### config.mk
export PLATFORM = sky130hd
export DESIGN_NAME = strm_rx_gate
export DESIGN_NICKNAME = d
export VERILOG_FILES = /design/src/rtl/strm_rx_pkg.sv /design/src/rtl/strm_rx_rdy.sv /design/src/rtl/strm_rx_cap.sv /design/src/rtl/strm_rx_gate.sv
export SDC_FILE = /design/constraint.sdc
export NUM_CORES = 1
export LEC_CHECK = 0
export BUFFER_PORTS_ARGS = -buffer_cell sky130_fd_sc_hd__buf_2
export CORE_MARGIN = 3
export CORE_UTILIZATION = 25
export DETAILED_ROUTE_END_ITERATION = 12
export PLACE_DENSITY = 0.56
export SETUP_SLACK_MARGIN = 0.05
export SYNTH_ARGS = -nofsm -noshare
export SYNTH_HDL_FRONTEND = slang
export SYNTH_SLANG_ARGS = --single-unit
### constraint.sdc
create_clock -name clk -period 1.2 [get_ports clk]
set_input_delay 0.12 -clock clk [delete_from_list [all_inputs] [get_ports clk]]
set_output_delay 0.12 -clock clk [all_outputs]
set_load 0.02 [all_outputs]
### src/rtl/strm_rx_pkg.sv
package strm_rx_pkg;
   // How the stream ready output is derived from the user's ready input
   typedef enum logic {
      RDY_COMB = 1'b0,   // combinational pass-through, gated by reset
      RDY_REG  = 1'b1    // registered, one cycle of latency
   } rdy_mode_e;

   localparam int unsigned DEF_DATA_W = 32;
endpackage

### src/rtl/strm_rx_rdy.sv
module strm_rx_rdy #(
   parameter strm_rx_pkg::rdy_mode_e RDY_MODE = strm_rx_pkg::RDY_REG
) (
   input  logic clk,
   input  logic rst_n,
   input  logic usr_ready,
   output logic s_tready
);

   generate
      if (RDY_MODE == strm_rx_pkg::RDY_REG) begin : g_reg
         logic rdy_q;
         always_ff @(posedge clk) begin
            if (!rst_n) rdy_q <= 1'b0;
            else        rdy_q <= usr_ready;
         end
         assign s_tready = rdy_q;

         AST_RDY_LAGS_USER: assert property (@(posedge clk) disable iff (!rst_n)
            $past(rst_n) |-> (s_tready == $past(usr_ready)));
         AST_RDY_RESET_LOW: assert property (@(posedge clk) disable iff (!rst_n)
            $rose(rst_n) |-> !s_tready);
      end else begin : g_comb
         assign s_tready = usr_ready & rst_n;
      end
   endgenerate

endmodule

### src/rtl/strm_rx_cap.sv
module strm_rx_cap #(
   parameter int unsigned DATA_W = strm_rx_pkg::DEF_DATA_W
) (
   input  logic              clk,
   input  logic              rst_n,
   input  logic              take,
   input  logic [DATA_W-1:0] din,
   input  logic              lin,
   output logic [DATA_W-1:0] dout,
   output logic              lout,
   output logic              pulse
);

   localparam logic [DATA_W-1:0] ZERO_W = '0;

   logic [DATA_W-1:0] word_q;
   logic              last_q;
   logic              pulse_q;

   always_ff @(posedge clk) begin
      if (!rst_n) begin
         word_q <= ZERO_W;
         last_q <= 1'b0;
      end else if (take) begin
         word_q <= din;
         last_q <= lin;
      end
   end

   always_ff @(posedge clk) begin
      if (!rst_n) pulse_q <= 1'b0;
      else        pulse_q <= take;
   end

   assign dout  = word_q;
   assign lout  = last_q;
   assign pulse = pulse_q;

   AST_CAP_WORD: assert property (@(posedge clk) disable iff (!rst_n)
      take |=> (dout == $past(din) && lout == $past(lin)));
   AST_HOLD_WORD: assert property (@(posedge clk) disable iff (!rst_n)
      !take |=> ($stable(dout) && $stable(lout)));
   AST_PULSE_ONE: assert property (@(posedge clk) disable iff (!rst_n)
      take |=> pulse);
   AST_PULSE_CAUSE: assert property (@(posedge clk) disable iff (!rst_n)
      pulse |-> $past(take));

endmodule

### src/rtl/strm_rx_gate.sv
module strm_rx_gate #(
   parameter int unsigned             DATA_W   = strm_rx_pkg::DEF_DATA_W,
   parameter strm_rx_pkg::rdy_mode_e  RDY_MODE = strm_rx_pkg::RDY_REG
) (
   input  logic              clk,
   input  logic              rst_n,
   input  logic              s_tvalid,
   input  logic [DATA_W-1:0] s_tdata,
   input  logic              s_tlast,
   output logic              s_tready,
   input  logic              usr_ready,
   output logic [DATA_W-1:0] usr_data,
   output logic              usr_last,
   output logic              usr_done
);

   generate
      if (DATA_W < 1) begin : g_bad_width
         $error("strm_rx_gate: DATA_W must be at least 1");
      end
   endgenerate

   logic beat_take;

   strm_rx_rdy #(.RDY_MODE(RDY_MODE)) u_rdy (
      .clk       (clk),
      .rst_n     (rst_n),
      .usr_ready (usr_ready),
      .s_tready  (s_tready)
   );

   assign beat_take = s_tvalid & s_tready;

   strm_rx_cap #(.DATA_W(DATA_W)) u_cap (
      .clk   (clk),
      .rst_n (rst_n),
      .take  (beat_take),
      .din   (s_tdata),
      .lin   (s_tlast),
      .dout  (usr_data),
      .lout  (usr_last),
      .pulse (usr_done)
   );

   AST_NO_TAKE_BLOCKED: assert property (@(posedge clk) disable iff (!rst_n)
      !s_tready |=> !usr_done);
   AST_DONE_OUT_RESET: assert property (@(posedge clk) disable iff (!rst_n)
      $rose(rst_n) |-> (!usr_done && !usr_last && usr_data == '0));

endmodule

=== After elaboration in Yosys (flattened, before gate mapping) ===
Cells that the tools add are included.

* Register bits after elaboration: 35
* Output and inout port bits: 35
* Logic and storage cells: 5

* Bitwise operators: 1

{| class="wikitable"
|+ Operators with widths
! kind !! number
|-
| AND 1 bit || 1
|}

=== Longest topological paths before layout ===
* Word-level depth: 1
* Depth in mapped cells: 5
* Gate-level depth less buffers: 2

=== By module ===
Synthesis repeated with hierarchy kept, for this count alone.

* Cells, all modules: 111
* Area total of the unflattened synthesis: 1,338.8 µm²

{| class="wikitable"
|+ By module, submodules not included
! module !! times used !! cells each !! area each (µm²) !! sequential area each (µm²)
|-
| strm_rx_cap || 1 || 108 || 1,306.3 || 680.7
|-
| strm_rx_rdy || 1 || 2 || 26.3 || 20.0
|-
| strm_rx_gate || 1 || 1 || 6.3 || 0.0
|}

=== Worst setup path after synthesis ===
Ideal clock, no wire load.

* Path type: reg-to-reg
* From: register u_rdy.g_reg.rdy_q (netlist: u_rdy.s_tready)
* To: register u_cap.word_q[0] (netlist: u_cap.dout[0])
* Arrival: 1.002 ns
* Required time: 1.085 ns
* Setup slack: 0.083 ns
* Stages on the path, launching flop included: 5
* Path buffers: 2
* Clock period less this slack: 1.117 ns
* Cell sequence: dfxtp_1 > buf_2 > and2_4 > buf_6 > o21ai_2

* Longest elaborated chain between the ends: 1

{| class="wikitable"
|+ RTL lines
! item !! RTL line !! text
|-
| from (decl) || strm_rx_rdy.sv:12 || <nowiki>logic rdy_q;</nowiki>
|-
| from (signal assigned) || strm_rx_rdy.sv:15 || <nowiki>else rdy_q <= usr_ready;</nowiki>
|-
| AND 1 bit || strm_rx_gate.sv:32 || <nowiki>assign beat_take = s_tvalid & s_tready;</nowiki>
|-
| to (signal assigned) || strm_rx_cap.sv:25 || <nowiki>word_q <= din;</nowiki>
|-
| to (decl) || strm_rx_cap.sv:16 || <nowiki>logic [DATA_W-1:0] word_q;</nowiki>
|}

No other way between the ends.
A chain may end at the register's enable or synchronous reset.

=== Worst setup path in the final report ===
* From: register u_rdy.g_reg.rdy_q (netlist: u_rdy.s_tready)
* To: output s_tready

{| class="wikitable"
|+ RTL lines
! item !! RTL line !! text
|-
| to (decl) || strm_rx_gate.sv:10 || <nowiki>output logic s_tready,</nowiki>
|}

No word-level cell between the ends.

==> results.txt <==
----------------------------------------------------
[Logic synthesis]
  Post-synthesis simple-gate area fraction ... 25.3%
  Adder-cell area share of the yosys netlist ... 0%
  Cell count after synthesis ... 156
  Top-count cell post-synth ... sky130_fd_sc_hd__dfxtp_1
  Post-synthesis compound-gate area fraction ... 14.9%
  Synthesized area per cell ... 8.91 um2
  Yosys warns ... 0
  Count of unique library cells instantiated by Yosys ... 12
  Parity-gate share of the synthesized area counting xor and xnor cells ... 0%
  Share of synthesized area spent on multiplexers ... 0%
  Largest family of logic cells by synthesized area ... simple AND/OR/NAND/NOR gates
  Dominant cell type by area after synthesis ... sky130_fd_sc_hd__dfxtp_1
  Share of flip-flops with an asynchronous set or reset after synthesis ... 0%
  Number of enable-type register cells in the synthesized netlist ... 0
  Ys flop type ... sky130_fd_sc_hd__dfxtp_1
  Cell types occupying the most area after synthesis ... sky130_fd_sc_hd__dfxtp_1, sky130_fd_sc_hd__nand4_1, sky130_fd_sc_hd__nand2_1, sky130_fd_sc_hd__o21ai_2, sky130_fd_sc_hd__o21ai_1
  Post-synthesis net count ... 193
  Post-synth top cells ... sky130_fd_sc_hd__dfxtp_1, sky130_fd_sc_hd__nand2_1, sky130_fd_sc_hd__nand4_1
  Yosys top cell area share ... 50.4%
  Flop and latch count out of synthesis ... 35
  Portion of the post-synthesis area used by sequential elements ... 50.4%
  Area of the mapped netlist ... 1390 um2

[Clocking]
  Clock tree buffer depth ... 2
  Cell at the root of the clock tree ... sky130_fd_sc_hd__clkbuf_8
  Setup repair bufs after CTS ... 0
  Clock latency on the worst-skew pair ... 0.27 ns
  H-tree depth ... 2
  CTS tree ... done
  Number of buffers added by the clock tree synthesis step ... 5
  Clock sink total ... 35
  CTS clock-pin slew for the worst setup and hold paths ... 0.07 ns

[Route]
  Number of search-and-repair iterations in the first detailed-routing pass ... 4
  Vias ... 1321
  Post-route DRC violation count ... 0
  Final wirelength ... 3580 um
  Vias per cell ... 4.48
  Violation count after the first detailed-routing iteration ... 59
  Wire length per cell ... 12.1 um
  Detail Route Antenna Nets ... 0

[Worst hold path]
  Class of the tightest hold or removal check ... input port to flip-flop
  Hold depth ... 2

[Die]
  Full die area ... 6490 um2
  # rows ... 26
  Starting density of the core ... 26.5%
  Die span in y ... 80.6 um
  Placeable Area ... 5240 um2
  I/O Pins ... 72
  Die span in x ... 80.6 um

[Layout]
  FILL cells ... 557
  Register area ... 702 um2
  Antenna Diode Count ... 0
  Area Overhead vs Synth ... 37.4%
  Ratio of cells with drive above 1 in the final layout ... 44.0%
  Multi-input combinational cell area ... 558 um2
  Final layout net count ... 261

[STA]
  Slew margin rel. ... 82.1%
  Hold violation total from the final report ... 0
  Highest clock frequency the design can meet ... 932 MHz
  Final clock period utilization by the worst path ... 89.4%
  Final max-slew violation count ... 0
  Worst hold margin ... 0.0696 ns
  Final setup violating endpoints ... 0
  Final setup skew ... 0.00366 ns
  Actual transition at the worst max-transition pin ... 0.268 ns
  Post-layout min period ... 1.07 ns
  RSZ-0062 raised after global routing ... no
  TNS Setup ... 0 ns

[Job]
  Max-Cap Viols ... 0

[Global route]
  Gr ovfl total ... 0
  Via count of the first global-routing pass ... 1209
  Initial antenna violation count ... 0
  Maximum number of pins on one net before global-route repair ... 69
  Global-route wire length before repair ... 5640 um
  Total GRT Usage ... 11.2%

[Power]
  Pwr dens ... 1220 nW/um2
  Overall power consumption ... 0.00233 W
  Leak pwr ... 0.861 nW
  Max VDD drop ... 0.490 mV

[Worst setup path]
  Internal reg-to-reg setup slack ... 0.22 ns
  Critical path peak fanout ... 10
  Crit path kind ... flip-flop to primary output
  Data arrival time of the critical path ... 0.95 ns
  WP data required ... 1.08 ns
  Critical Path End Type ... primary output
  Worst Reg2Reg Path Length in Cells ... 3
  Kind of start point of the critical path ... flip-flop

[Placed design]
  Placer's final routability congestion estimate ... 0.673
  Buffers added on ports ... 71
  Detailed Place HPWL ... 2460 um

[Run status]
  Outcome ... completed

----------------------------------------------------
[metrics by stage]
| stage | area [um2] | worst slack [ns] | instances | utilization [%] |
|---|---|---|---|---|
| after CTS | 1910 | 0.106 | 295 | 36.5 |
| final | 1910 | 0.127 | 295 | 36.5 |
| after global routing | 1910 | 0.0773 | 295 | 36.5 |
| after detailed placement | 1790 | 0.236 | 286 | 34.1 |
| after global placement | 1790 | 0.258 | 286 | 34.1 |
| after floorplan | 1390 | 0.0829 | 156 | - |
[metal layers]
| metal | track usage [%] | up-vias | share of wire (%) |
|---|---|---|---|
| li1 | - | 692 | - |
| met1 | 13.1 | 582 | 43 |
| met5 | 0 | - | 0 |
| met2 | 19.1 | 42 | 48 |
| met4 | 3.04 | 0 | 0.87 |
| met3 | 4.04 | 5 | 8.3 |
[cells in the final DEF (no fill, tap or decap)]
| master | Yosys | routed |
|---|---|---|
| sky130_fd_sc_hd__buf_2 | 12 | 71 |
| sky130_fd_sc_hd__dfxtp_1 | 35 | 34 |
| sky130_fd_sc_hd__nand2_1 | 33 | 33 |
| sky130_fd_sc_hd__nand4_1 | 33 | 33 |
| sky130_fd_sc_hd__o21ai_1 | 19 | 19 |
| sky130_fd_sc_hd__o21ai_2 | 11 | 11 |
| sky130_fd_sc_hd__clkbuf_8 | 0 | 5 |
| sky130_fd_sc_hd__buf_4 | 2 | 5 |
| sky130_fd_sc_hd__o21ai_0 | 3 | 3 |
| sky130_fd_sc_hd__clkbuf_1 | 0 | 2 |
| sky130_fd_sc_hd__buf_12 | 0 | 2 |
| sky130_fd_sc_hd__and2_4 | 1 | 1 |
| sky130_fd_sc_hd__and2_1 | 1 | 1 |
| sky130_fd_sc_hd__and3_1 | 1 | 1 |
| sky130_fd_sc_hd__clkinv_2 | 0 | 1 |
| sky130_fd_sc_hd__bufbuf_16 | 0 | 1 |
| sky130_fd_sc_hd__buf_8 | 0 | 1 |
| sky130_fd_sc_hd__dfxtp_2 | 0 | 1 |
[report_power, final]
part	total, W	switching, W	leakage [nW]	internal, W
Sequential	0.00122	0.0000201	0.285	0.00120
Clock	0.000792	0.000385	0.0422	0.000407
Combinational	0.000316	0.000185	0.534	0.000132
Total	0.00233	0.000590	0.861	0.00174
[layout make-up]
| cell class | instances | share of cell area [%] |
|---|---|---|
| timing repair buffer | 80 | 25.2 |
| sequential | 35 | 36.8 |
| tap | 70 | 4.59 |
| multi-input combinational | 102 | 29.2 |
| clock buffer | 7 | 4.00 |
| clock inverter | 1 | 0.262 |
[path summary, 6_finish.rpt]
check                                     from        endpoint
worst min-delay path                 usr_ready  u_rdy.s_tready
worst max register to register  u_rdy.s_tready   u_cap.dout[0]
worst max-delay path            u_rdy.s_tready        s_tready
worst min register to register  u_cap.dout[10]  u_cap.dout[10]
[flip-flops by register name (all words and copies together), names as in the netlist]
signal and cells:
u_cap.pulse 1, u_cap.dout 32, u_cap.lout 1, u_rdy.s_tready 1
[logic make-up after synthesis]
| logic type | after synthesis |
|---|---|
| compound gates | 33 |
| buf+inv | 19 |
| flops | 35 |
| simple gates | 69 |
[repair_timing]
action                     CTS  global route
setup endpoints to repair    1             0
hold endpoints to repair     0             0
resized for setup            3             0
hold buffers                 0             0
[worst max-delay path, stage by stage, from the launching register on]
cell and delay, ns:
sky130_fd_sc_hd__dfxtp_2 0.37, sky130_fd_sc_hd__buf_8 0.14, sky130_fd_sc_hd__buf_2 0.17
Power figures use the tool's default switching activity.
